## config.mk

```make
export PLATFORM = sky130hd
export DESIGN_NAME = crossing_light_ctrl
export DESIGN_NICKNAME = d
export VERILOG_FILES = /design/src/rtl/xl_pkg.sv /design/src/rtl/xl_phase_next.sv /design/src/rtl/xl_lamp_decode.sv /design/src/rtl/crossing_light_ctrl.sv
export SDC_FILE = /design/constraint.sdc
export NUM_CORES = 1
export LEC_CHECK = 0
export ABC_AREA = 1
export BUFFER_PORTS_ARGS = -buffer_cell sky130_fd_sc_hd__buf_2
export CAP_MARGIN = 30
export CORE_AREA = 2 2 39 41
export CTS_CLUSTER_DIAMETER = 80
export CTS_CLUSTER_SIZE = 10
export DETAILED_ROUTE_END_ITERATION = 16
export DIE_AREA = 0 0 41 43
export GPL_TIMING_DRIVEN = 1
export PLACE_DENSITY = 0.32
export SLEW_MARGIN = 5
export SYNTH_ARGS = -nofsm -noshare
export SYNTH_HDL_FRONTEND = slang
export SYNTH_HIERARCHICAL = 1
export SYNTH_SLANG_ARGS = --single-unit
```

## constraint.sdc

```tcl
create_clock -name clk_i -period 1.3 [get_ports clk_i]
set_input_delay 0.325 -clock clk_i [delete_from_list [all_inputs] [get_ports clk_i]]
set_output_delay 0.325 -clock clk_i [all_outputs]
set_load 0.1 [all_outputs]
```

## src/rtl/xl_pkg.sv

```systemverilog
package xl_pkg;

    localparam int PHASE_W   = 2;
    localparam int LAMP_W    = 2;
    localparam int NUM_ROADS = 2;

    // Phase encoding is visible on phase_o and used by the lamp decoders.
    typedef enum logic [PHASE_W-1:0] {
        PH_A_GO   = 2'b00,
        PH_A_WARN = 2'b01,
        PH_B_GO   = 2'b10,
        PH_B_WARN = 2'b11
    } phase_e;

    typedef enum logic [LAMP_W-1:0] {
        LAMP_GREEN  = 2'b00,
        LAMP_YELLOW = 2'b01,
        LAMP_RED    = 2'b10
    } lamp_e;

    typedef struct packed {
        phase_e phase;
    } ctrl_s;

    localparam ctrl_s CTRL_RESET = '{phase: PH_A_GO};

endpackage

```

## src/rtl/xl_phase_next.sv

```systemverilog
module xl_phase_next
    import xl_pkg::*;
(
    input  phase_e phase_i,
    input  logic   a_busy_i,
    input  logic   b_busy_i,
    output phase_e phase_o
);

    always_comb begin
        phase_o = phase_i;
        unique case (phase_i)
            PH_A_GO:   phase_o = a_busy_i ? PH_A_GO : PH_A_WARN;
            PH_A_WARN: phase_o = PH_B_GO;
            PH_B_GO:   phase_o = b_busy_i ? PH_B_GO : PH_B_WARN;
            PH_B_WARN: phase_o = PH_A_GO;
            default:   phase_o = PH_A_GO;
        endcase
    end

endmodule

```

## src/rtl/xl_lamp_decode.sv

```systemverilog
module xl_lamp_decode
    import xl_pkg::*;
#(
    parameter int ROAD = 0
) (
    input  phase_e             phase_i,
    output logic [LAMP_W-1:0]  lamp_o
);

    // Road r owns the phases whose upper bit equals r.
    localparam logic OWN_HI = (ROAD % 2) != 0;
    localparam logic [PHASE_W-1:0] GO_CODE   = {OWN_HI, 1'b0};
    localparam logic [PHASE_W-1:0] WARN_CODE = {OWN_HI, 1'b1};

    lamp_e lamp;

    always_comb begin
        if (phase_i == GO_CODE) begin
            lamp = LAMP_GREEN;
        end else if (phase_i == WARN_CODE) begin
            lamp = LAMP_YELLOW;
        end else begin
            lamp = LAMP_RED;
        end
    end

    assign lamp_o = lamp;

endmodule

```

## src/rtl/crossing_light_ctrl.sv

```systemverilog
module crossing_light_ctrl
    import xl_pkg::*;
(
    input  logic               clk_i,
    input  logic               rst_i,
    input  logic               road_a_busy_i,
    input  logic               road_b_busy_i,
    output logic [LAMP_W-1:0]  light_a_o,
    output logic [LAMP_W-1:0]  light_b_o,
    output logic [PHASE_W-1:0] phase_o
);

    ctrl_s  ctrl_d, ctrl_q;
    phase_e phase_nxt;
    logic [LAMP_W-1:0] lamp [NUM_ROADS];

    xl_phase_next u_phase_next (
        .phase_i  (ctrl_q.phase),
        .a_busy_i (road_a_busy_i),
        .b_busy_i (road_b_busy_i),
        .phase_o  (phase_nxt)
    );

    always_comb begin
        ctrl_d       = ctrl_q;
        ctrl_d.phase = phase_nxt;
    end

    always_ff @(posedge clk_i or posedge rst_i) begin
        if (rst_i) begin
            ctrl_q <= CTRL_RESET;
        end else begin
            ctrl_q <= ctrl_d;
        end
    end

    for (genvar r = 0; r < NUM_ROADS; r++) begin : g_road
        xl_lamp_decode #(.ROAD(r)) u_lamp (
            .phase_i (ctrl_q.phase),
            .lamp_o  (lamp[r])
        );
    end

    assign light_a_o = lamp[0];
    assign light_b_o = lamp[1];
    assign phase_o   = ctrl_q.phase;

    AST_A_HOLD: assert property (@(posedge clk_i) disable iff (rst_i)
        (phase_o == 2'b00 && road_a_busy_i) |=> (phase_o == 2'b00));
    AST_A_RELEASE: assert property (@(posedge clk_i) disable iff (rst_i)
        (phase_o == 2'b00 && !road_a_busy_i) |=> (phase_o == 2'b01));
    AST_A_WARN_ONE: assert property (@(posedge clk_i) disable iff (rst_i)
        (phase_o == 2'b01) |=> (phase_o == 2'b10));
    AST_B_HOLD: assert property (@(posedge clk_i) disable iff (rst_i)
        (phase_o == 2'b10 && road_b_busy_i) |=> (phase_o == 2'b10));
    AST_B_RELEASE: assert property (@(posedge clk_i) disable iff (rst_i)
        (phase_o == 2'b10 && !road_b_busy_i) |=> (phase_o == 2'b11));
    AST_B_WARN_ONE: assert property (@(posedge clk_i) disable iff (rst_i)
        (phase_o == 2'b11) |=> (phase_o == 2'b00));
    AST_NO_CODE3: assert property (@(posedge clk_i) disable iff (rst_i)
        (light_a_o != 2'b11) && (light_b_o != 2'b11));
    AST_ONE_RED: assert property (@(posedge clk_i) disable iff (rst_i)
        (light_a_o == 2'b10) || (light_b_o == 2'b10));
    AST_GREEN_MATCH: assert property (@(posedge clk_i) disable iff (rst_i)
        (light_a_o == 2'b00) == (phase_o == 2'b00));

endmodule

```

==> qor.csv, run 1 <==
metric,value,unit
status,"complete, but fails checks",
violated checks,setup timing,
Top Metal Used,met3,
antenna cells,0,
met3 WL post-DR,54,um
crit end category,output pin,
fmax,707,MHz
hold_sp,road_b_busy_i,
crit path time final,1410,ps
Via-to-Cell Ratio,3.18,
Fin. Hold Viols,0,
drt total wl,356,um
first-pass GRT wire length,614,um
vias in the first global route,157,
area grow syn2layout,173,%
#FFs+latches synth,2,
final slew viol count,0,
total gr overflow,0,
synthesized area,133,um^2
worst hold margin,345,ps
clock buffer count from CTS,3,
final setup violation count,4,
port bufs,9,
Clock Tree Buf Depth,2,
Worst R2R Setup Slack,130,ps
Multi-input gate area,60.1,um^2
worst slew pin tran,152,ps
Worst-path clk slew,30,ps
Core Region,0.00138,mm^2
RSZ-0062 raised after global routing,true,
most frequent cells in the layout,"inv_1, buf_12, clkbuf_4, buf_2",
synthesized area per cell,6.98,um^2
drt first pass iters,2,
H-tree lvl count,1,
Wirelength per Cell,7.27,um
Routed met2 length,164,um
worst reg2reg path depth,6,
Crit path arrival time,1090,ps
max cap viols,0,
Initial Utilization,0.0958,
Die Wd,41,um
die area,0.00176,mm^2
Setup CP Type,flip-flop to output pin,
Hold Path Class,input pin to flip-flop,
number of flip-flops in the largest register,2,
Core Rows,14,
Finished Core Util,0.261,
relative slew slack,0.899,
Root Buffer,clkbuf_4,
Final ANT Viol Nets,0,
FF+latch area,57.6,um^2
Ys Warns,6,
routability cong.,0.559,
I/O pins,10,
TritonCTS clock tree,done,
Synth Instances,19,
Fin Clk Skew,1.19,ps
GRT Overall Usage,0.0583,
Synth cell types,7,
share of cells above drive strength 1,0.636,
1st-iter DRT viols,3,
reg-to-reg endpoint,phase_o[0]$_DFF_PP0_,
Final #Nets,41,
Syn Nets,25,
clk_lat worst skew,220,ps
worst setup margin,-114,ps
largest net degree at the start of global routing,7,
period utilisation layout,1.09,
routed metal-1 wire length,138,um
Worst Path Max Fanout,6,
Worst Setup Start Kind,flip-flop,
reg2reg start,phase_o[1]$_DFF_PP0_,
hold path depth,4,
Hold EP,phase_o[0]$_DFF_PP0_,
Die Height,43,um
fill count,152,
"Seq/Total Area, Yosys",0.377,
DRC,0,
initial antenna violation count,0,
CTS sink cnt,2,
via count,156,
Worst Path Required,980,ps
## metal layers
layer | track usage | vias up
met1 | 0.0645 | 69
met5 | 0 | -
li1 | - | 77
met3 | 0.0471 | 0
met4 | 0.0600 | 0
met2 | 0.0625 | 10
## stage by stage
| step | TNS (ps) | instance area, um^2 | std cells | worst slack [ps] |
|---|---|---|---|---|
| 4_1_cts | -335 | 354 | 48 | -147 |
| 2_1_floorplan | -615 | 168 | 19 | -213 |
| 3_3_place_gp | 0 | 309 | 43 | 82.7 |
| 6_report | -332 | 362 | 49 | -114 |
| 3_5_place_dp | 0 | 309 | 43 | 70.7 |
| 5_1_grt | -506 | 362 | 49 | -158 |
## kinds of logic (layout without fill, tap and decap cells)
kind of cell,after synthesis,after routing,share of synthesized area
buffers and inverters,10,24,0.283
and+or+nand+nor,5,5,0.151
adders and majority gates,2,2,0.189
DFF,2,2,0.377
## critical path: stages (launching register included)
cell and delay [ps]:
dfrtp_4 530, nand2_4 90, clkinvlp_4 80, buf_12 170
## worst max path at each step
stage / slack (ps) / endpoint / from / cells after the start
CTS: -150 / light_b_o[0] / phase_o[1]$_DFF_PP0_ / 3
detailed placement: 70 / light_b_o[0] / phase_o[1]$_DFF_PP0_ / 3
global placement: 80 / light_b_o[0] / phase_o[1]$_DFF_PP0_ / 3
finish: -110 / light_b_o[0] / phase_o[1]$_DFF_PP0_ / 3
floorplan: -210 / light_a_o[0] / phase_o[0]$_DFF_PP0_ / 2
global route: -160 / light_b_o[0] / phase_o[1]$_DFF_PP0_ / 3
## cell type report
type	count	share of cell area
clock buffer	3	0.0623
timing repair buffer	12	0.443
multi-input combinational	7	0.166
sequential	2	0.159
tap	16	0.0554
inverter	9	0.114
## synthesized netlist by cell type
library cell  number  area share
inv_1              9        0.25
clkbuf_1           1       0.028
dfrtp_1            2        0.38
nand3_1            1       0.038
nand2_1            3       0.085
nor2_1             1       0.028
ha_1               2        0.19
## what timing repair did
| item | CTS | global route |
|---|---|---|
| endpoints found under the hold margin | 2 | 0 |
| hold buffers | 1 | 0 |
| endpoints found under the setup margin | 5 | 5 |
| gates resized for setup | 1 | 0 |
| buffers inserted | 1 | 1 |
Power of run 1 is not shown: default switching activity piles up to over one toggle a cycle in this logic, so the estimate is an artifact.
==> run 2: changes to the inputs <==
--- a/config.mk
+++ b/config.mk
@@ -5,7 +5,6 @@
 export SDC_FILE = /design/constraint.sdc
 export NUM_CORES = 1
 export LEC_CHECK = 0
-export ABC_AREA = 1
 export BUFFER_PORTS_ARGS = -buffer_cell sky130_fd_sc_hd__buf_2
 export CAP_MARGIN = 30
 export CORE_AREA = 2 2 39 41
@@ -14,7 +13,7 @@
 export DETAILED_ROUTE_END_ITERATION = 16
 export DIE_AREA = 0 0 41 43
 export GPL_TIMING_DRIVEN = 1
-export PLACE_DENSITY = 0.32
+export PLACE_DENSITY = 0.31
 export SLEW_MARGIN = 5
 export SYNTH_ARGS = -nofsm -noshare
 export SYNTH_HDL_FRONTEND = slang
==> run 2 against run 1 <==
The run still ends with setup timing left. Die area stayed put. Register-to-register slack improved by 50 ps. Sequential share of layout area increased by 0.69 points. Critical path depth decreased by 1. Cell count is 12% lower. Wire length shrank 8.4%. Critical path type unchanged.
==> qor.csv, run 2 <==
metric,value,unit,change
routability cong.,0.528,,-5.6%
Fin. Hold Viols,0,,unchanged
Worst R2R Setup Slack,180,ps,+50 ps
number of flip-flops in the largest register,2,,unchanged
Hold EP,phase_o[0]$_DFF_PP0_,,
Ys Warns,6,,unchanged
Compound-Gate Fraction of Synth Area,0,,unchanged
CTS sink cnt,2,,unchanged
Setup CP Type,flip-flop to output pin,,
"Seq/Total Area, Yosys",0.408,,+0.0308
violated checks,setup timing,,
mux share of post-synthesis cell area,0.0816,,+0.0816
Worst-path clk slew,30,ps,about the same
post-synth top area share,0.408,,+0.0308
Wirelength per Cell,7.58,um,+4.4%
worst reg2reg path depth,4,,-2
port bufs,9,,unchanged
#FFs+latches synth,2,,unchanged
reg2reg start,phase_o[1]$_DFF_PP0_,,
area grow syn2layout,183,%,
relative slew slack,0.918,,+0.0195
worst setup margin,-76.6,ps,+37.6 ps
H-tree lvl count,1,,unchanged
initial antenna violation count,0,,unchanged
hold path depth,2,,-2
share of cells above drive strength 1,0.704,,+0.0673
slowest CP cell,dfrtp_4,,
Core Rows,14,,unchanged
Sum Neg Setup Slack,-282,ps,+49.7 ps
xor-xnor portion of the synthesized cell area,0,,unchanged
clk_lat worst skew,220,ps,about the same
Core Region,0.00138,mm^2,unchanged
RSZ-0062 raised after global routing,true,,
antenna cells,0,,unchanged
synth top area cells,"dfrtp_1, ha_1, inv_1",,
period utilisation layout,1.06,,-0.0290
GRT Overall Usage,0.0562,,-0.00207
fmax,726,MHz,+2.7%
Adder-Cell Fraction of Synth Area,0.204,,+0.0154
Hold Path Class,input pin to flip-flop,,
Post-synth EDFFs,0,,unchanged
"Top FF cell, synth",dfrtp_1,,
clock buffer count from CTS,3,,unchanged
drt total wl,326,um,-8.4%
max cap viols,0,,unchanged
reg-to-reg endpoint,phase_o[0]$_DFF_PP0_,,
Die Wd,41,um,unchanged
TritonCTS clock tree,done,,
status,"complete, but fails checks",,
vias in the first global route,151,,-3.8%
DRC,0,,unchanged
Worst Path Required,980,ps,about the same
Worst Setup Start Kind,flip-flop,,
Via-to-Cell Ratio,3.07,,-3.6%
Fin Clk Skew,0.472,ps,-0.716 ps
fill count,152,,unchanged
Synth Instances,13,,-6
Worst path max stage delay,510,ps,-20 ps
via count,132,,-15%
ys async rst share,1.00,,unchanged
Root Buffer,clkbuf_4,,
Clock Tree Buf Depth,2,,unchanged
Yosys top cell by area,dfrtp_1,,
Top Family by Delay on Critical Path,flip-flops,,
"count leader, synth",inv_1,,
crit path time final,1380,ps,-37.6 ps
synthesized area,123,um^2,-7.5%
Syn Nets,19,,-24%
"commonest non-fill, non-tap cell in the layout",buf_12,,
synthesized area per cell,9.43,um^2,+35%
die area,0.00176,mm^2,unchanged
Synth cell types,8,,+1
most frequent cells in the layout,"buf_12, inv_1, clkbuf_4, buf_2",,
Crit path arrival time,1050,ps,-40 ps
worst path bufs/invs,1,,-1
Final ANT Viol Nets,0,,unchanged
crit end category,output pin,,
1st-iter DRT viols,0,,-3
largest family of logic cells by synthesized area,adder cells,,
Final #Nets,35,,-15%
simple-gate share of the synthesized area,0.153,,+0.00212
final slew viol count,0,,unchanged
total gr overflow,0,,unchanged
Die Height,43,um,unchanged
final setup violation count,5,,+1
worst slew pin tran,120,ps,-32.6 ps
top post-synthesis cells by count,"inv_1, dfrtp_1, ha_1",,
hold_sp,road_a_busy_i,,
worst-path cell chain,nor2b_4 > buf_12,,
Worst Path Max Fanout,5,,-1
first-pass GRT wire length,579,um,-5.7%
drt first pass iters,1,,-1
Initial Utilization,0.0886,,-0.00723
I/O pins,10,,unchanged
largest net degree at the start of global routing,6,,-1
run 2: changes by cell type in the layout (fill, tap and decap cells not counted), sizes merged:
| cell | delta |
|---|---|
| mux2i | +1 |
| nor2b | +1 |
| nand2b | +1 |
| nand2 | -3 |
| inv | -4 |
| nor2 | -1 |
| nand3 | -1 |
| clkinvlp | -1 |
| and2 | +1 |
run 2: how the worst max path moves through the flow:
| stage | from | to | slack, ps | cells past startpoint |
|---|---|---|---|---|
| 2_1_floorplan | phase_o[0]$_DFF_PP0_ | light_a_o[0] | -220 | 1 |
| 3_3_place_gp | phase_o[1]$_DFF_PP0_ | light_b_o[0] | 100 | 2 |
| 3_5_place_dp | phase_o[1]$_DFF_PP0_ | light_b_o[0] | 100 | 2 |
| 4_1_cts | phase_o[1]$_DFF_PP0_ | light_a_o[0] | -100 | 2 |
| 5_1_grt | phase_o[1]$_DFF_PP0_ | light_a_o[0] | -110 | 2 |
| 6_report | phase_o[1]$_DFF_PP0_ | light_a_o[0] | -80 | 2 |
run 2: routing by layer:
layer  vias up  global-route usage  routed length [um]
met2         9              0.0719                 183
li1         64                   -                   -
met4         0               0.100                   8
met5         -                   0                   0
met3         2              0.0157                  35
met1        57              0.0482                  98
run 2: stage by stage:
stage | hold WS [ps] | utilization | worst slack (ps) | instances | cell area (um^2)
2_1_floorplan | 66.2 | - | -224 | 13 | 153
3_3_place_gp | 179 | 0.218 | 105 | 38 | 302
3_5_place_dp | 185 | 0.218 | 100 | 38 | 302
4_1_cts | 271 | 0.250 | -96.5 | 43 | 347
5_1_grt | 285 | 0.250 | -109 | 43 | 347
6_report | 279 | 0.250 | -76.6 | 43 | 347
run 2: worst register-to-register path: stages (launching register included):
cell and delay (ps):
dfrtp_4 510, buf_4 160, inv_1 50, ha_1 150
mux2i_1 180
run 2: repair_timing:
action / CTS / global route
buffers inserted: 1 / 0
gates resized for setup: 2 / 0
cloned: 0 / 0
hold buffers: 1 / 0
hold endpoints to repair: 2 / 0
endpoints found under the setup margin: 5 / 5
run 2: kinds of logic after synthesis:
group,count (synthesis)
buffers and inverters,5
AND/OR/NAND/NOR,3
adder cells (fa/ha/maj),2
flip-flops,2
multiplexers,1
run 2: area by class of cell:
type	count	area (um^2)	share of cell area
clock buffer	3	22.5	0.0650
inverter	4	18.8	0.0542
multi-input combinational	6	63.8	0.184
sequential	2	57.6	0.166
tap	16	20.0	0.0578
timing repair buffer	12	164	0.473
Power of run 2 is left out for the same reason.
